`src/rtl/trap_pkg.sv`:
```
package trap_pkg;

    typedef enum logic [1:0] {
        PRV_USER  = 2'd0,
        PRV_SUPER = 2'd1,
        PRV_HYP   = 2'd2,
        PRV_MACH  = 2'd3
    } prv_e;

    typedef enum logic [1:0] {
        RT_DBG_REDIRECT = 2'd0,
        RT_DBG_ENTER    = 2'd1,
        RT_SUPER        = 2'd2,
        RT_MACH         = 2'd3
    } route_e;

    localparam logic [2:0] DBG_CAUSE_SWBP = 3'd1;
    localparam int unsigned BKPT_CODE     = 3;

    // privilege may take a delegated trap only at or below supervisor level
    function automatic logic prv_may_delegate(input logic [1:0] prv);
        return prv <= PRV_SUPER;
    endfunction

endpackage

```
`src/rtl/trap_classify.sv`:
```
module trap_classify #(
    parameter int XLEN = 32
) (
    input  logic [XLEN-1:0]     cause,
    input  logic [1:0]          cur_prv,
    input  logic                dbg_active,
    input  logic [3:0]          ebreak_en,
    input  logic [XLEN-1:0]     exc_deleg,
    input  logic [XLEN-1:0]     int_deleg,
    output trap_pkg::route_e    route,
    output logic                is_int,
    output logic                is_bkpt,
    output logic [XLEN-1:0]     cidx
);
    import trap_pkg::*;

    localparam int IDX_W = $clog2(XLEN);
    localparam logic [XLEN-1:0] XLEN_V = XLEN'(XLEN);

    logic [XLEN-1:0] mask_sel;
    logic            in_range;
    logic            deleg_hit;

    assign is_int   = cause[XLEN-1];
    assign cidx     = {1'b0, cause[XLEN-2:0]};
    assign is_bkpt  = (cause == XLEN'(BKPT_CODE));
    assign mask_sel = is_int ? int_deleg : exc_deleg;
    assign in_range = (cidx < XLEN_V);
    assign deleg_hit = in_range && mask_sel[cidx[IDX_W-1:0]];

    always_comb begin
        if (dbg_active)
            route = RT_DBG_REDIRECT;
        else if (is_bkpt && ebreak_en[cur_prv])
            route = RT_DBG_ENTER;
        else if (prv_may_delegate(cur_prv) && deleg_hit)
            route = RT_SUPER;
        else
            route = RT_MACH;
    end

endmodule

```
`src/rtl/trap_target_pc.sv`:
```
module trap_target_pc #(
    parameter int              XLEN         = 32,
    parameter logic [XLEN-1:0] DBG_ENTRY_PC = XLEN'('h800),
    parameter logic [XLEN-1:0] DBG_TVEC_PC  = XLEN'('h808)
) (
    input  trap_pkg::route_e route,
    input  logic             is_int,
    input  logic             is_bkpt,
    input  logic [XLEN-1:0]  cidx,
    input  logic [XLEN-1:0]  stvec,
    input  logic [XLEN-1:0]  mtvec,
    output logic [XLEN-1:0]  pc
);
    import trap_pkg::*;

    logic [XLEN-1:0] m_base;
    logic [XLEN-1:0] m_offset;

    assign m_base   = {mtvec[XLEN-1:1], 1'b0};
    assign m_offset = (mtvec[0] && is_int) ? (cidx << 2) : '0;

    always_comb begin
        unique case (route)
            RT_DBG_REDIRECT: pc = is_bkpt ? DBG_ENTRY_PC : DBG_TVEC_PC;
            RT_DBG_ENTER:    pc = DBG_ENTRY_PC;
            RT_SUPER:        pc = stvec;
            default:         pc = m_base + m_offset;
        endcase
    end

endmodule

```
`src/rtl/trap_status_stack.sv`:
```
module trap_status_stack (
    input  trap_pkg::route_e route,
    input  logic [1:0]       cur_prv,
    input  logic             sie_in,
    input  logic             mie_in,
    output logic             pie_val,
    output logic [1:0]       pp_val
);
    import trap_pkg::*;

    always_comb begin
        if (route == RT_SUPER) begin
            pie_val = sie_in;
            pp_val  = {1'b0, cur_prv[0]};
        end else begin
            pie_val = mie_in;
            pp_val  = cur_prv;
        end
    end

endmodule

```
`src/rtl/trap_entry_unit.sv`:
```
module trap_entry_unit #(
    parameter int              XLEN         = 32,
    parameter logic [XLEN-1:0] DBG_ENTRY_PC = XLEN'('h800),
    parameter logic [XLEN-1:0] DBG_TVEC_PC  = XLEN'('h808)
) (
    input  logic            clk,
    input  logic            rst,
    input  logic            trap_valid,
    input  logic [XLEN-1:0] trap_cause,
    input  logic [XLEN-1:0] trap_epc,
    input  logic [XLEN-1:0] trap_badaddr,
    input  logic            badaddr_valid,
    input  logic [1:0]      cur_prv,
    input  logic [XLEN-1:0] exc_deleg,
    input  logic [XLEN-1:0] int_deleg,
    input  logic [XLEN-1:0] stvec,
    input  logic [XLEN-1:0] mtvec,
    input  logic            dbg_cause_active,
    input  logic [3:0]      ebreak_en,
    input  logic            sie_in,
    input  logic            mie_in,
    output logic            done,
    output logic            pc_we,
    output logic [XLEN-1:0] pc_next,
    output logic            prv_we,
    output logic [1:0]      prv_next,
    output logic            dbg_enter,
    output logic [2:0]      dbg_cause_code,
    output logic [1:0]      dbg_prv_save,
    output logic [XLEN-1:0] dbg_pc_save,
    output logic            s_csr_we,
    output logic            m_csr_we,
    output logic            s_bad_we,
    output logic            m_bad_we,
    output logic [XLEN-1:0] cause_out,
    output logic [XLEN-1:0] epc_out,
    output logic [XLEN-1:0] bad_out,
    output logic            s_stat_we,
    output logic            m_stat_we,
    output logic            pie_next,
    output logic [1:0]      pp_next,
    output logic            resv_clear
);
    import trap_pkg::*;

    route_e          route;
    logic            is_int;
    logic            is_bkpt;
    logic [XLEN-1:0] cidx;
    logic [XLEN-1:0] tgt_pc;
    logic            pie_val;
    logic [1:0]      pp_val;

    trap_classify #(.XLEN(XLEN)) u_classify (
        .cause      (trap_cause),
        .cur_prv    (cur_prv),
        .dbg_active (dbg_cause_active),
        .ebreak_en  (ebreak_en),
        .exc_deleg  (exc_deleg),
        .int_deleg  (int_deleg),
        .route      (route),
        .is_int     (is_int),
        .is_bkpt    (is_bkpt),
        .cidx       (cidx)
    );

    trap_target_pc #(
        .XLEN         (XLEN),
        .DBG_ENTRY_PC (DBG_ENTRY_PC),
        .DBG_TVEC_PC  (DBG_TVEC_PC)
    ) u_target (
        .route   (route),
        .is_int  (is_int),
        .is_bkpt (is_bkpt),
        .cidx    (cidx),
        .stvec   (stvec),
        .mtvec   (mtvec),
        .pc      (tgt_pc)
    );

    trap_status_stack u_stack (
        .route   (route),
        .cur_prv (cur_prv),
        .sie_in  (sie_in),
        .mie_in  (mie_in),
        .pie_val (pie_val),
        .pp_val  (pp_val)
    );

    // enables are single-cycle pulses; data fields hold until the next commit
    always_ff @(posedge clk) begin
        if (rst) begin
            done           <= 1'b0;
            pc_we          <= 1'b0;
            pc_next        <= '0;
            prv_we         <= 1'b0;
            prv_next       <= PRV_MACH;
            dbg_enter      <= 1'b0;
            dbg_cause_code <= '0;
            dbg_prv_save   <= '0;
            dbg_pc_save    <= '0;
            s_csr_we       <= 1'b0;
            m_csr_we       <= 1'b0;
            s_bad_we       <= 1'b0;
            m_bad_we       <= 1'b0;
            cause_out      <= '0;
            epc_out        <= '0;
            bad_out        <= '0;
            s_stat_we      <= 1'b0;
            m_stat_we      <= 1'b0;
            pie_next       <= 1'b0;
            pp_next        <= '0;
            resv_clear     <= 1'b0;
        end else begin
            done       <= trap_valid;
            pc_we      <= trap_valid;
            prv_we     <= 1'b0;
            dbg_enter  <= 1'b0;
            s_csr_we   <= 1'b0;
            m_csr_we   <= 1'b0;
            s_bad_we   <= 1'b0;
            m_bad_we   <= 1'b0;
            s_stat_we  <= 1'b0;
            m_stat_we  <= 1'b0;
            resv_clear <= 1'b0;
            if (trap_valid) begin
                pc_next <= tgt_pc;
                unique case (route)
                    RT_DBG_REDIRECT: begin
                    end
                    RT_DBG_ENTER: begin
                        dbg_enter      <= 1'b1;
                        dbg_cause_code <= DBG_CAUSE_SWBP;
                        dbg_prv_save   <= cur_prv;
                        dbg_pc_save    <= trap_epc;
                        prv_we         <= 1'b1;
                        prv_next       <= PRV_MACH;
                    end
                    RT_SUPER: begin
                        s_csr_we   <= 1'b1;
                        s_bad_we   <= badaddr_valid;
                        s_stat_we  <= 1'b1;
                        prv_we     <= 1'b1;
                        prv_next   <= PRV_SUPER;
                        resv_clear <= 1'b1;
                    end
                    default: begin
                        m_csr_we   <= 1'b1;
                        m_bad_we   <= badaddr_valid;
                        m_stat_we  <= 1'b1;
                        prv_we     <= 1'b1;
                        prv_next   <= PRV_MACH;
                        resv_clear <= 1'b1;
                    end
                endcase
                if (route == RT_SUPER || route == RT_MACH) begin
                    cause_out <= trap_cause;
                    epc_out   <= trap_epc;
                    bad_out   <= trap_badaddr;
                    pie_next  <= pie_val;
                    pp_next   <= pp_val;
                end
            end
        end
    end

endmodule

```
`config.mk`:
```
export PLATFORM = sky130hd
export DESIGN_NAME = trap_entry_unit
export DESIGN_NICKNAME = d
export VERILOG_FILES = /design/src/rtl/trap_pkg.sv /design/src/rtl/trap_classify.sv /design/src/rtl/trap_target_pc.sv /design/src/rtl/trap_status_stack.sv /design/src/rtl/trap_entry_unit.sv
export SDC_FILE = /design/constraint.sdc
export NUM_CORES = 1
export LEC_CHECK = 0
export BUFFER_PORTS_ARGS = -buffer_cell sky130_fd_sc_hd__clkbuf_2
export CORE_AREA = 2 2 163 165
export DETAILED_ROUTE_END_ITERATION = 7
export DIE_AREA = 0 0 165 167
export SETUP_SLACK_MARGIN = 0.3
export SLEW_MARGIN = 20
export SYNTH_ARGS = -nofsm -noshare
export SYNTH_HDL_FRONTEND = slang
export SYNTH_SLANG_ARGS = --single-unit
```
`constraint.sdc`:
```
create_clock -name clk -period 4.82 [get_ports clk]
set_input_delay 1.205 -clock clk [delete_from_list [all_inputs] [get_ports clk]]
set_output_delay 1.205 -clock clk [all_outputs]
set_load 0.005 [all_outputs]
```
== Yosys cells after proc, flatten, opt, wreduce, memory -nomap -nowiden ==
Cells that the tools add are included.
W data, S select, Z words.
Word-level totals
  flip-flop bits (word level): 176
  logic and storage cells: 63
Operators by class
  add/sub/neg operators: 1
  order comparisons: 4
  equality and inequality tests: 4
  muxes and demuxes: 19
  bitwise logic cells: 3
  reductions and logical operators: 14
Operators with widths (number)
  $pmux W32 S3: 1
  $mux W32: 2
  $add A32 B32 Y32: 1
  $eq A32 B2 Y1 const B: 1
  $lt A31 B6 Y1 const B: 1
  $mux W1: 9
  $lt A5 B6 Y1 const B: 1
  $mux W2: 3
  $reduce_and A2 Y1: 3
  $reduce_or A3 Y1: 2
  $bmux W1 S5: 1
  $reduce_or A5 Y1: 1
  $eq A2 B2 Y1 const B: 2
  $logic_and A1 B1 Y1: 4
  $mux W4: 1
  $pmux W2 S2: 1
  $reduce_or A2 Y1: 2
  $lt A2 B3 Y1 const B: 1
  $not A1 Y1: 3
  $bmux W1 S2: 1
  $eq A2 B1 Y1 const B: 1
  $le A2 B1 Y1 const B: 1
  $logic_not A2 Y1: 1
  $logic_or A1 B1 Y1: 1

== Longest topological paths before layout ==
  depth after elaboration: 11
  depth in mapped cells: 15
  depth with buffers taken out: 12

== Modules after synthesis ==
A second synthesis with hierarchy kept.
Unflattened totals
  cell total of the unflattened synthesis: 1194
  area total of the unflattened synthesis: 10749.1 um2
Modules (own cells, without submodules)
  trap_entry_unit: instances 1, cells an instance 728, area an instance 7380.8 um2
  trap_target_pc: instances 1, cells an instance 371, area an instance 2419.8 um2
  trap_classify: instances 1, cells an instance 91, area an instance 903.4 um2
  trap_status_stack: instances 1, cells an instance 4, area an instance 45.0 um2

== Least setup slack after synthesis ==
Ideal clock, no wire load.
  kind: input -> register
  start: input trap_cause[31]
  end: register pc_next[21]
  arrival: 4.124 ns
  path slack: 0.622 ns
  stages: 14
  buffers on the path: 3
  path through: buf_6 > buf_2 > clkbuf_1 > and3_1 > ha_1 > and2_1 > a311o_1 > a221oi_1 > nand2_1 > a31oi_1 > o21ai_0 > xnor2_1 > or3_1 > a31oi_1
On the way
  word-level cells in the longest chain between the ends: 10
  elaborated cells on any way between the ends: 17
  classes of those cells: 1 x add/sub; 3 x eq/ne; 8 x mux; 5 x reduce/logical
RTL lines
  start, declared: RTL line trap_entry_unit.sv:9  | input logic [XLEN-1:0] trap_cause,
  $mux W32: RTL line trap_classify.sv:27  | assign mask_sel = is_int ? int_deleg : exc_deleg;
  $bmux W1 S5: RTL line trap_classify.sv:29  | assign deleg_hit = in_range && mask_sel[cidx[IDX_W-1:0]];
  $mux W1 (implied by the code): RTL line trap_classify.sv:29
  $logic_and A1 B1 Y1: RTL line trap_classify.sv:29
  $logic_and A1 B1 Y1: RTL line trap_classify.sv:36  | else if (prv_may_delegate(cur_prv) && deleg_hit)
  $mux W1: RTL line trap_classify.sv:36
  $mux W2: RTL line trap_classify.sv:34  | else if (is_bkpt && ebreak_en[cur_prv])
  $mux W2: RTL line trap_classify.sv:32  | if (dbg_active)
  $eq A2 B2 Y1 (tied with other cells): RTL line trap_target_pc.sv:23  | unique case (route)
  $pmux W32 S3 *: RTL line trap_target_pc.sv:23
  end signal, assigned: RTL line trap_entry_unit.sv:127  | pc_next <= tgt_pc;
  end, declared: RTL line trap_entry_unit.sv:24  | output logic [XLEN-1:0] pc_next,
Mark *: on every way between the ends. The rest lies on a longest branch, timed or not. The select of a mux whose other input is x is not followed.
A chain may end at the register's enable or synchronous reset.

== Worst setup path in the final report ==
  start: input trap_cause[31]
  end: register pc_next[17]
The elaborated chain is that of the path after synthesis.

==> impl_metrics.json <==
{
  "status": "complete, no violations",
  "tightest_slew_ps": 892,
  "synth-edff-count": 0,
  "final_hold_viol_count": 0,
  "dieArea_um2": 27600,
  "cp-end-kind": "flip-flop",
  "p_total_mw": 3.57,
  "crit_chain": "clkbuf_2 > buf_12 > mux4_2 > and2_0 > o32a_1 > nand3_2 > nand2_1 > a311o_2 > buf_4 > nor3_1 > a41oi_1 > a21oi_1",
  "holdPathStages": 2,
  "worstReg2RegStart": "pc_next[28]",
  "final_cell_mix": "clkbuf_2 (413), nand2_1 (300), dfxtp_1 (175)",
  "slowest_stage": "a311o_2",
  "maxCapViolCount": 0,
  "synth-seq-area-share_pct": 40.9,
  "final_util_pct": 44.6,
  "min_to": "bad_out[30]",
  "postLayoutSetupSlackWorst_ps": 842,
  "post-place-cells": 1779,
  "synth_seq_cells": 175,
  "area_delta_synth_final_pct": 34.3,
  "drt_iter0_markers": 675,
  "drc": 0,
  "netlist_area_um2": 8560,
  "worstSetupStartpointType": "input pin",
  "cts_sinks": 175,
  "min_period_over_period_pct": 82.5,
  "grt_pass1_vias": 8996,
  "h-tree-depth": 4,
  "async_reset_ff_share_pct": 0,
  "cts_tree": "yes",
  "drtAntennaViolNets": 0,
  "dp_slack_ps": 422,
  "cts_root_buf": "clkbuf_16",
  "relSlewSlack_pct": 40.4,
  "cts_resized": 0,
  "cts_made_buffers": 17,
  "synth_cell_types": 60,
  "grtUsageTotal_pct": 24.4,
  "hold_path.class": "flip-flop to flip-flop",
  "finalNonFillerCells": 1815,
  "max_stage_delay_ps": 600,
  "drv_slew": 0,
  "clk_latency_ps": 430,
  "yosysTopAreaCellShare_pct": 40.9,
  "power_density_nw_per_um2": 311,
  "fin_skew_ps": 0,
  "post_synth.cell_area_avg_um2": 7.84,
  "synth.area.top_cells": "dfxtp_1 (41%), nand2_1 (13%), a21oi_1 (10%)",
  "die_x_um": 165,
  "setup_tns_ps": 0,
  "hp-start": "bad_out[30]",
  "die_h_um": 167,
  "r2r-end": "pc_next[28]",
  "grt_pass1_wl_mm": 51.1,
  "rsz0062_at_grt": "false",
  "cp_max_fo": 28,
  "wl_mm": 34.3,
  "yosysTopAreaCell": "dfxtp_1",
  "antenna_found_initial": 4,
  "port_buffers": 414,
  "postSynthCellCount": 1092,
  "setup_viol": 0,
  "hold_buffers": 0,
  "wire_per_inst_um": 18.9,
  "r2r_cells": 3,
  "core_um2": 25800,
  "initial_core_util_pct": 33.2,
  "dpl.hpwl_mm": 26.8,
  "synth_ff_type": "dfxtp_1",
  "r2r_slack_ps": 3920,
  "cp.required_ps": 5180,
  "ios": 418,
  "drt-pass1-iter-count": 5,
  "max_freq_mhz": 251,
  "routabilityCongestion": 0.934,
  "setup.worst_path.class": "input pin to flip-flop",
  "nets": 1730,
  "ir_drop_mv": 0.187,
  "p_leak_nw": 5.41,
  "layout-drive-gt1-share_pct": 32.4,
  "grt_max_degree": 108,
  "postCtsSetupBuffers": 0,
  "clockBufferDepth": 2,
  "grt_overflow": 0,
  "period_minus_slack_ps": 3980,
  "yosysWarnings": 0,
  "arrival_ps": 4340,
  "final_common_cell": "clkbuf_2",
  "vias_per_cell": 5.04,
  "vias": 9153,
  "num_rows": 59,
  "cts.clk_slew.worst_paths_ps": 80
}
cell usage after synthesis, types with 2 or more instances:
master and n:
inv_1 11, nand2_1 301, and4b_1 2, o2111ai_1 2, mux4_2 11, nor2b_1 6
and3_1 34, nor2_1 48, mux2i_1 21, buf_2 15, a31oi_1 6, or3_1 6
a41oi_1 2, xnor2_1 17, and2_1 7, nand2b_1 12, o21ai_0 39, nor4_1 7
o221ai_1 4, xor2_1 9, a221o_1 3, or2_2 2, and2_0 2, nand3_1 13
nor3_1 15, clkbuf_1 50, nand4_1 5, ha_1 29, buf_6 3, a211oi_1 6
a21oi_1 172, o22ai_1 5, a21o_1 13, dfxtp_1 175, buf_4 6, a311oi_1 2
o21bai_1 2, o211ai_1 6, conb_1 2
flip-flops by register name, summed over array words and instances, names as in the netlist:
name,cells
pie_next,1
m_stat_we,1
pc_we,1
pc_next,32
dbg_cause_code,1
pp_next,2
bad_out,32
s_bad_we,1
epc_out,32
prv_next,1
resv_clear,1
dbg_enter,1
prv_we,1
dbg_pc_save,32
dbg_prv_save,2
s_stat_we,1
cause_out,32
m_bad_we,1
per-layer routing:
layer,vias to the layer above,wire [µm],GRT usage (%)
li1,4500,-,-
met1,4221,14300,29.6
met2,379,16500,41.1
met3,53,2570,6.58
met4,0,1010,9.38
met5,-,0,0
critical path, delay by kind of cell:
| kind | cells | cell delay, ps |
|---|---|---|
| compound gates | 4 | 1190 |
| buf+inv | 3 | 900 |
| mux | 1 | 520 |
| simple gates | 4 | 510 |
stage by stage:
step / hold slack (ps) / instance area, µm²
2_1_floorplan: 449 / 8560
3_3_place_gp: 439 / 10900
3_5_place_dp: 445 / 10900
4_1_cts: 456 / 11500
5_1_grt: 470 / 11500
6_report: 455 / 11500
worst max-delay path by stage:
stage                               from  cells past startpoint  slack [ps]          end
after CTS                 trap_cause[31]                     12         890  pc_next[17]
after detailed placement  trap_cause[31]                     12         420  pc_next[17]
after global placement    trap_cause[31]                     12         490  pc_next[17]
after floorplan           trap_cause[31]                     14         620  pc_next[21]
final                     trap_cause[31]                     12         840  pc_next[17]
after global routing      trap_cause[31]                     12         620  pc_next[17]
kinds of logic (layout without fill, tap and decap cells):
family / after synthesis / in the layout / share of synthesized area [%]
AND/OR/NAND/NOR: 467 / 467 / 23.8
AO/OA/AOI/OAI: 274 / 274 / 18.2
flip-flops: 175 / 175 / 40.9
buffers and inverters: 86 / 469 / 4.52
multiplexers: 32 / 32 / 5.35
adder cells (fa/ha/maj): 30 / 30 / 4.47
XOR/XNOR: 26 / 26 / 2.66
other: 2 / 7 / 0.0877
where the power goes:
group | switching (mW) | internal, mW | total [mW] | leakage, nW
logic | 0.322 | 0.245 | 0.568 | 3.68
registers | 0.0281 | 1.50 | 1.53 | 1.43
clock network | 0.758 | 0.721 | 1.48 | 0.302
area by class of cell:
type                            instances  area, µm²
Fill cell                            2674      14300
Clock inverter                         15        199
Clock buffer                           17        425
Sequential cell                       175       3500
Multi-Input combinational cell        832       4690
Antenna cell                            4       10.0
Tap cell                              335        419
Timing Repair Buffer                  426       2210
Inverter                               11       41.3
(Power assumes the default switching activity.)
